--- config.mk ---
export PLATFORM = sky130hd
export DESIGN_NAME = serial_rx_top
export DESIGN_NICKNAME = d
export VERILOG_FILES = /design/src/rtl/serial_rx_pkg.sv /design/src/rtl/srx_sync.sv /design/src/rtl/srx_deframer.sv /design/src/rtl/srx_regs.sv /design/src/rtl/serial_rx_top.sv
export SDC_FILE = /design/constraint.sdc
export NUM_CORES = 1
export LEC_CHECK = 0
export BUFFER_PORTS_ARGS = -buffer_cell sky130_fd_sc_hd__clkbuf_2
export CAP_MARGIN = 10
export CELL_PAD_IN_SITES_DETAIL_PLACEMENT = 1
export CELL_PAD_IN_SITES_GLOBAL_PLACEMENT = 2
export CORE_AREA = 2 2 102 104
export DETAILED_ROUTE_END_ITERATION = 12
export DIE_AREA = 0 0 104 106
export GPL_TIMING_DRIVEN = 0
export HOLD_SLACK_MARGIN = 0.02
export MAX_ROUTING_LAYER = met4
export PLACE_DENSITY = 0.77
export SYNTH_ARGS = -nofsm -noshare
export SYNTH_HDL_FRONTEND = slang
export SYNTH_SLANG_ARGS = --single-unit
--- constraint.sdc ---
create_clock -name clk -period 2.1 [get_ports clk]
set_clock_uncertainty 0.2 [all_clocks]
set_input_delay 0.21 -clock clk [delete_from_list [all_inputs] [get_ports clk]]
set_output_delay 0.21 -clock clk [all_outputs]
set_load 0.01 [all_outputs]
--- src/rtl/serial_rx_pkg.sv ---
// Shared definitions for the serial receiver: register addresses, flag and
// control bit positions, and the receive state encoding.
package serial_rx_pkg;

    typedef enum logic [1:0] {
        ST_IDLE,
        ST_START,
        ST_DATA,
        ST_STOP
    } rx_state_e;

    localparam logic [1:0] A_STAT = 2'd0;
    localparam logic [1:0] A_DATA = 2'd1;
    localparam logic [1:0] A_CTRL = 2'd2;

    localparam int NFLAG = 5;
    localparam int F_RDY = 4;
    localparam int F_OVR = 3;
    localparam int F_NF  = 2;
    localparam int F_FE  = 1;
    localparam int F_PE  = 0;

    localparam int C_RIE  = 0;
    localparam int C_PIE  = 1;
    localparam int C_PODD = 2;
    localparam int C_PEN  = 3;
    localparam int C_W9   = 5;
    localparam int C_TX9  = 6;
    localparam int C_RX9  = 7;

endpackage

--- src/rtl/srx_sync.sv ---
// Multi-stage synchroniser for the asynchronous receive line.
// Assumes the line idles high; resets to all ones so no false start is seen.
module srx_sync #(
    parameter int STAGES = 2
) (
    input  logic clk,
    input  logic rst_n,
    input  logic d,
    output logic q
);
    logic [STAGES-1:0] chain;

    // Shift the line through the synchroniser stages.
    always_ff @(posedge clk) begin
        if (!rst_n) chain <= '1;
        else        chain <= {chain[STAGES-2:0], d};
    end

    assign q = chain[STAGES-1];

endmodule

--- src/rtl/srx_deframer.sv ---
// Frame assembler: detects the start edge on a tick, confirms it mid-bit,
// votes every bit from three centre samples, and emits a one-clock result
// pulse at the centre of the stop bit. Assumes OVS >= 8 and a synchronised line.
module srx_deframer
    import serial_rx_pkg::*;
#(
    parameter int OVS = 16
) (
    input  logic       clk,
    input  logic       rst_n,
    input  logic       tick,
    input  logic       rx,
    input  logic       w9,
    input  logic       pen,
    input  logic       podd,
    output logic       done_o,
    output logic [8:0] word_o,
    output logic       nf_o,
    output logic       fe_o,
    output logic       pe_o
);
    localparam int CW  = $clog2(OVS);
    localparam int MID = OVS / 2;

    rx_state_e   state;
    logic [CW-1:0] cnt;
    logic [3:0]  bidx;
    logic [8:0]  shreg;
    logic        s_a, s_b, nz, w9_q;
    logic        vote, odd, par;
    logic [3:0]  last_idx;

    // Majority vote and disagreement of the three centre samples.
    always_comb begin
        vote     = (s_a & s_b) | (s_a & rx) | (s_b & rx);
        odd      = !((s_a == s_b) && (s_b == rx));
        par      = ^shreg;
        last_idx = w9_q ? 4'd8 : 4'd7;
    end

    // Receive sequencer: tick counting, sampling and bit placement.
    always_ff @(posedge clk) begin
        if (!rst_n) begin
            state  <= ST_IDLE;
            cnt    <= '0;
            bidx   <= '0;
            shreg  <= '0;
            s_a    <= 1'b1;
            s_b    <= 1'b1;
            nz     <= 1'b0;
            w9_q   <= 1'b0;
            done_o <= 1'b0;
            word_o <= '0;
            nf_o   <= 1'b0;
            fe_o   <= 1'b0;
            pe_o   <= 1'b0;
        end else begin
            done_o <= 1'b0;
            if (tick) begin
                if (state == ST_IDLE) begin
                    if (!rx) begin
                        state <= ST_START;
                        cnt   <= CW'(1);
                        nz    <= 1'b0;
                        w9_q  <= w9;
                        shreg <= '0;
                    end
                end else begin
                    cnt <= (cnt == CW'(OVS - 1)) ? '0 : cnt + 1'b1;
                    if (cnt == CW'(MID - 1)) s_a <= rx;
                    if (cnt == CW'(MID))     s_b <= rx;
                    if (cnt == CW'(MID + 1)) begin
                        nz <= nz | odd;
                        case (state)
                            ST_START: if (vote) state <= ST_IDLE;
                            ST_DATA:  shreg[bidx] <= vote;
                            ST_STOP: begin
                                done_o <= 1'b1;
                                word_o <= shreg;
                                fe_o   <= !vote;
                                nf_o   <= nz | odd;
                                pe_o   <= pen && (par != podd);
                                state  <= ST_IDLE;
                            end
                            default: ;
                        endcase
                    end
                    if (cnt == CW'(OVS - 1)) begin
                        case (state)
                            ST_START: begin
                                state <= ST_DATA;
                                bidx  <= '0;
                            end
                            ST_DATA: begin
                                if (bidx == last_idx) state <= ST_STOP;
                                else                  bidx  <= bidx + 1'b1;
                            end
                            default: ;
                        endcase
                    end
                end
            end
        end
    end

    // the completion pulse lasts exactly one clock.
    p_done_pulse_r2: assert property (@(posedge clk) disable iff (!rst_n)
        done_o |=> !done_o);

    // a start bit voted high returns the sequencer to idle.
    p_false_start_r4: assert property (@(posedge clk) disable iff (!rst_n)
        (state == ST_START && tick && cnt == CW'(MID + 1) && s_a && s_b && rx)
        |=> (state == ST_IDLE));

endmodule

--- src/rtl/srx_regs.sv ---
// Register set: sticky status flags with a status-then-data clear sequence,
// the receive data holding register, the control register and the interrupt.
// Assumes one bus access per clock and combinational read data.
module srx_regs
    import serial_rx_pkg::*;
(
    input  logic       clk,
    input  logic       rst_n,
    input  logic [1:0] addr,
    input  logic       rd,
    input  logic       wr,
    input  logic [7:0] wdata,
    input  logic       done_i,
    input  logic [8:0] word_i,
    input  logic       nf_i,
    input  logic       fe_i,
    input  logic       pe_i,
    output logic [7:0] rdata,
    output logic       irq,
    output logic       w9_o,
    output logic       pen_o,
    output logic       podd_o
);
    logic [NFLAG-1:0] flags_q, snap_q, set_v, clr_mask;
    logic             arm_q;
    logic [7:0]       data_q;
    logic             rx9_q, tx9_q, w9_q, pen_q, podd_q, pie_q, rie_q;
    logic             stat_rd, data_rd, ctrl_wr;
    logic             unused_bits;

    assign unused_bits = ^{wdata[C_RX9], wdata[4]};

    // Decode bus strobes and the flag set and clear vectors.
    always_comb begin
        stat_rd  = rd && (addr == A_STAT);
        data_rd  = rd && (addr == A_DATA);
        ctrl_wr  = wr && (addr == A_CTRL);
        clr_mask = (data_rd && arm_q) ? snap_q : '0;
        set_v    = '0;
        if (done_i) begin
            if (flags_q[F_RDY]) begin
                set_v[F_OVR] = 1'b1;
            end else begin
                set_v[F_RDY] = 1'b1;
                set_v[F_NF]  = nf_i;
                set_v[F_FE]  = fe_i;
                set_v[F_PE]  = pe_i;
            end
        end
    end

    // Flags, clear sequencing, data holding and control storage.
    always_ff @(posedge clk) begin
        if (!rst_n) begin
            flags_q <= '0;
            snap_q  <= '0;
            arm_q   <= 1'b0;
            data_q  <= '0;
            rx9_q   <= 1'b0;
            tx9_q   <= 1'b0;
            w9_q    <= 1'b0;
            pen_q   <= 1'b0;
            podd_q  <= 1'b0;
            pie_q   <= 1'b0;
            rie_q   <= 1'b0;
        end else begin
            flags_q <= (flags_q & ~clr_mask) | set_v;
            if (stat_rd) begin
                snap_q <= flags_q;
                arm_q  <= 1'b1;
            end else if (data_rd) begin
                arm_q  <= 1'b0;
            end
            if (done_i && !flags_q[F_RDY]) begin
                data_q <= word_i[7:0];
                rx9_q  <= word_i[8];
            end
            if (ctrl_wr) begin
                tx9_q  <= wdata[C_TX9];
                w9_q   <= wdata[C_W9];
                pen_q  <= wdata[C_PEN];
                podd_q <= wdata[C_PODD];
                pie_q  <= wdata[C_PIE];
                rie_q  <= wdata[C_RIE];
            end
        end
    end

    // Read multiplexer and interrupt combination.
    always_comb begin
        case (addr)
            A_STAT:  rdata = {3'b000, flags_q};
            A_DATA:  rdata = data_q;
            A_CTRL:  rdata = {rx9_q, tx9_q, w9_q, 1'b0, pen_q, podd_q, pie_q, rie_q};
            default: rdata = 8'h00;
        endcase
        irq = (rie_q && (flags_q[F_RDY] || flags_q[F_OVR])) || (pie_q && flags_q[F_PE]);
    end

    assign w9_o   = w9_q;
    assign pen_o  = pen_q;
    assign podd_o = podd_q;

    // a word arriving while ready is set leaves the data register alone.
    p_ovr_keeps_data_r8: assert property (@(posedge clk) disable iff (!rst_n)
        (done_i && flags_q[F_RDY]) |=> $stable(data_q));

    // a lost word never raises the framing flag.
    p_ovr_drops_fe_r8: assert property (@(posedge clk) disable iff (!rst_n)
        (done_i && flags_q[F_RDY] && !flags_q[F_FE]) |=> !flags_q[F_FE]);

    // a data read that was not armed by a status read changes no flag.
    p_lone_read_r9: assert property (@(posedge clk) disable iff (!rst_n)
        (data_rd && !arm_q && !done_i) |=> $stable(flags_q));

    // software writes never reach the received ninth bit.
    p_rx9_readonly_r7: assert property (@(posedge clk) disable iff (!rst_n)
        (wr && !done_i) |=> $stable(rx9_q));

endmodule

--- src/rtl/serial_rx_top.sv ---
// Serial receiver top: synchroniser, frame assembler and register set.
// Assumes sample_tick pulses OVS times per bit period.
module serial_rx_top #(
    parameter int OVS         = 16,
    parameter int SYNC_STAGES = 2
) (
    input  logic       clk,
    input  logic       rst_n,
    input  logic       sample_tick,
    input  logic       rxd,
    input  logic [1:0] bus_addr,
    input  logic       bus_rd,
    input  logic       bus_wr,
    input  logic [7:0] bus_wdata,
    output logic [7:0] bus_rdata,
    output logic       irq
);
    logic       rx_s, done, nf, fe, pe, w9, pen, podd;
    logic [8:0] word;

    srx_sync #(.STAGES(SYNC_STAGES)) u_sync (
        .clk(clk), .rst_n(rst_n), .d(rxd), .q(rx_s)
    );

    srx_deframer #(.OVS(OVS)) u_deframer (
        .clk(clk), .rst_n(rst_n), .tick(sample_tick), .rx(rx_s),
        .w9(w9), .pen(pen), .podd(podd),
        .done_o(done), .word_o(word), .nf_o(nf), .fe_o(fe), .pe_o(pe)
    );

    srx_regs u_regs (
        .clk(clk), .rst_n(rst_n), .addr(bus_addr), .rd(bus_rd), .wr(bus_wr),
        .wdata(bus_wdata), .done_i(done), .word_i(word), .nf_i(nf), .fe_i(fe),
        .pe_i(pe), .rdata(bus_rdata), .irq(irq), .w9_o(w9), .pen_o(pen),
        .podd_o(podd)
    );

endmodule

==> metrics.txt <==
result of the run complete, no violations; final worst path period share 0.9663; Area growth, synth to finish 20.80%; slowest CP cell dfxtp_1; wire length of the first global-routing pass between 10 and 15 mm; maximum single-stage delay on the critical path 390 ps; library cell used as clock root buffer clkbuf_8; antenna violations before repair 0; RSZ-0062 raised after global routing true; Post-Synthesis Cell Area 3176 um2; f_max 0.4928 GHz; number of endpoints with negative hold slack in the final report 0; DR iter-0 viols 70; number of buffers on the longest clock path 2; register area share after synthesis 0.4035; Clock Sinks between 60 and 70; minimum period implied by the final worst setup slack approximately 2000 ps; standby leakage power 1.370 nW; category of cells accounting for the largest share of critical-path delay simple AND/OR/NAND/NOR gates; Initial Util 0.3176; leading register cell type out of synthesis dfxtp_1; Net Count, Synth approximately 400; min-delay worst type in -> reg; via count of the first global-routing pass 2908; number of port buffers 20; cells along the critical path inv_1, ha_2, nor4bb_1, o21a_1, nand3_1, nor2b_2, a32o_1; Gate power share 0.077; Diodes inserted 0; clock-pin transition on the worst setup and hold timing paths 80 ps; CP Max Fanout 9; detailed placer's ending HPWL 6.051 mm; most frequent standard cell in the layout excluding fill and tap cells nand2_1; standard-cell rows 37; r2r setup slk 70 ps; GR Util All Layers 0.1663; Slew Limit Headroom 0.5957; sequential share of power 0.465; count of flip-flops with a built-in enable after synthesis 0; layout filler cell count 1198; pin count of the biggest net entering global routing 13; number of setup violations in the final report 0; startpoint kind of the worst setup timing path register; fraction of layout cells with a size suffix above 1 0.1470; height of the die ~110 um; Crit path buffers/inverters 1; summed negative setup slack over all endpoints 0 ps; number of levels the H-tree was split into 3; Async S/R FF share, synth 0; type of the worst setup path reg -> reg; post-route setup slack just over 70 ps; Wirelength per Cell 14.90 um; TritonCTS clock tree done; gate count of the mapped netlist 366; routability-driven placement congestion ratio 0.7725; number of primary I/O pins 25; Remaining DRCs 0; Core Region 10000 um2; required time worst endpoint 2180 ps; number of search-and-repair iterations in the first detailed-routing pass 4; number of buffers created by CTS 9; actual transition at the worst max-transition pin between 600 and 700 ps; Yosys warning count 0; total via count in the routed design 2707; via density per instance 4.913; overall routed net length 8.212 mm; Post-Place Worst Slack -192.3 ps; ANT nets after route 0; share of total power in the clock network 0.458; NetSw 0.6447 mW; number of different library cells in the post-synthesis netlist 47; Internal Pwr Total 2.021 mW; Max Slew Vio Count 0; CP Capture Type register; most frequent cells in the layout nand2_1 (81), dfxtp_1 (63), a21boi_0 (27); peak ir drop on the vdd network 0.2909 mV; Layout Nets 440; worst path arrival time 2110 ps; number of register bits inferred by synthesis 64; overflow left after global routing 0; mean instance size in the synthesized netlist 8.676 um2; Die ar. 11020 um2; Die Span X around 100 um; worst skew pair latency 340 ps; share of total power consumed by net switching 0.2418; areal power density over the cells 695.0 nW/um2; reported max-cap violation count 0
[synth_stat cells (2+ instances only)]
library cell	n	share of area
a21boi_0	28	0.066
a21o_1	9	0.021
a21oi_1	5	0.0079
a22o_1	3	0.0083
a22oi_1	5	0.012
a31oi_1	3	0.0059
a32o_1	8	0.025
a32oi_1	2	0.0055
and2_1	4	0.0079
and3_1	2	0.0039
and3b_1	2	0.0055
buf_2	5	0.0079
clkbuf_1	14	0.017
dfxtp_1	64	0.40
ha_1	14	0.055
inv_1	8	0.0095
mux2i_1	11	0.035
nand2_1	81	0.096
nand2b_1	7	0.014
nand3_1	17	0.027
nor2_1	9	0.011
nor2b_1	20	0.039
nor3b_1	2	0.0047
o2111ai_1	2	0.0055
o21a_1	2	0.0047
o21ai_0	11	0.017
o22ai_1	2	0.0039
xnor2_1	7	0.019
[cells by family after synthesis]
group / Yosys count / share of synthesized area
flip-flops: 64 / 0.4035
XOR/XNOR: 8 / 0.02640
buffers and inverters: 27 / 0.03388
multiplexers: 12 / 0.03822
AND/OR/NAND/NOR: 154 / 0.2372
adder cells (fa/ha/maj): 14 / 0.05516
AO/OA/AOI/OAI: 87 / 0.2057
[state kept, by name, summed over array words and instances (netlist names), 2 cells and up]
name / cells
u_deframer.shreg: 9
u_deframer.word_o: 9
u_regs.data_q: 8
u_regs.flags_q: 5
u_regs.snap_q: 5
u_deframer.bidx: 4
u_deframer.cnt: 4
u_deframer.state: 2
u_sync.chain: 2
[metal layers]
layer | track usage | vias to the layer above | part of all wire
li1 | - | 1362 | -
met1 | 0.2020 | 1299 | 0.48
met2 | 0.2810 | 37 | 0.48
met3 | 0.02452 | 9 | 0.024
met4 | 0.06274 | 0 | 0.016
met5 | - | - | 0
[timing repair]
item	CTS	global route
buffers inserted	1	2
resized for setup	7	5
pin swaps	3	1
hold buffers	11	0
setup endpoints to repair	24	24
hold endpoints to repair	7	0
[metrics by stage]
stage	util	instances	cell area (um2)	power (mW)	hold WS (ps)
floorplan	-	366	3176	1.395	111.5
global placement	0.3446	522	3446	1.452	194.9
detailed placement	0.3446	522	3446	1.458	198.5
CTS	0.3808	549	3807	2.704	28.34
global route	0.3836	551	3836	2.780	80.33
finish	0.3836	551	3836	2.666	36.44
[power groups by stage]
stage	Clock, mW	Sequential [mW]	Combinational [mW]
floorplan	0	1.26	0.133
global placement	0	1.27	0.186
detailed placement	0	1.27	0.192
CTS	1.26	1.24	0.206
global route	1.31	1.24	0.233
finish	1.22	1.24	0.206
[tightest hold or removal path: cells and delay by family]
| kind | cells | cell delay, ps |
|---|---|---|
| buf+inv | 1 | 140 |
| compound gates | 1 | 70 |
| simple gates | 1 | 110 |
[layout make-up]
| type | instances | area, um2 | share of cell area |
|---|---|---|---|
| multi-input cells | 275 | 1810 | 0.4720 |
| well taps | 136 | 170.2 | 0.04436 |
| repair buffers | 34 | 232.7 | 0.06067 |
| inverters | 8 | 30.03 | 0.007828 |
| clock buffers | 10 | 137.6 | 0.03588 |
| clock inverters | 6 | 92.59 | 0.02414 |
| flip-flops and latches | 64 | 1282 | 0.3343 |
| plain buffers | 18 | 80.08 | 0.02087 |
[path summary, 6_finish.rpt]
| kind | start | to | depth (start not counted) |
|---|---|---|---|
| setup / recovery | u_deframer.state[1]$_SDFFE_PN0P_ | u_deframer.shreg[3]$_SDFFE_PN0P_ | 7 |
| hold / removal | bus_wr | u_regs.podd_o$_SDFFE_PN0P_ | 3 |
| setup reg to reg | u_deframer.state[1]$_SDFFE_PN0P_ | u_deframer.shreg[3]$_SDFFE_PN0P_ | 7 |
| hold reg to reg | u_sync.chain[0]$_SDFF_PN1_ | u_sync.chain[1]$_SDFF_PN1_ | 1 |
No activity file was read; power rests on OpenSTA's default activity.
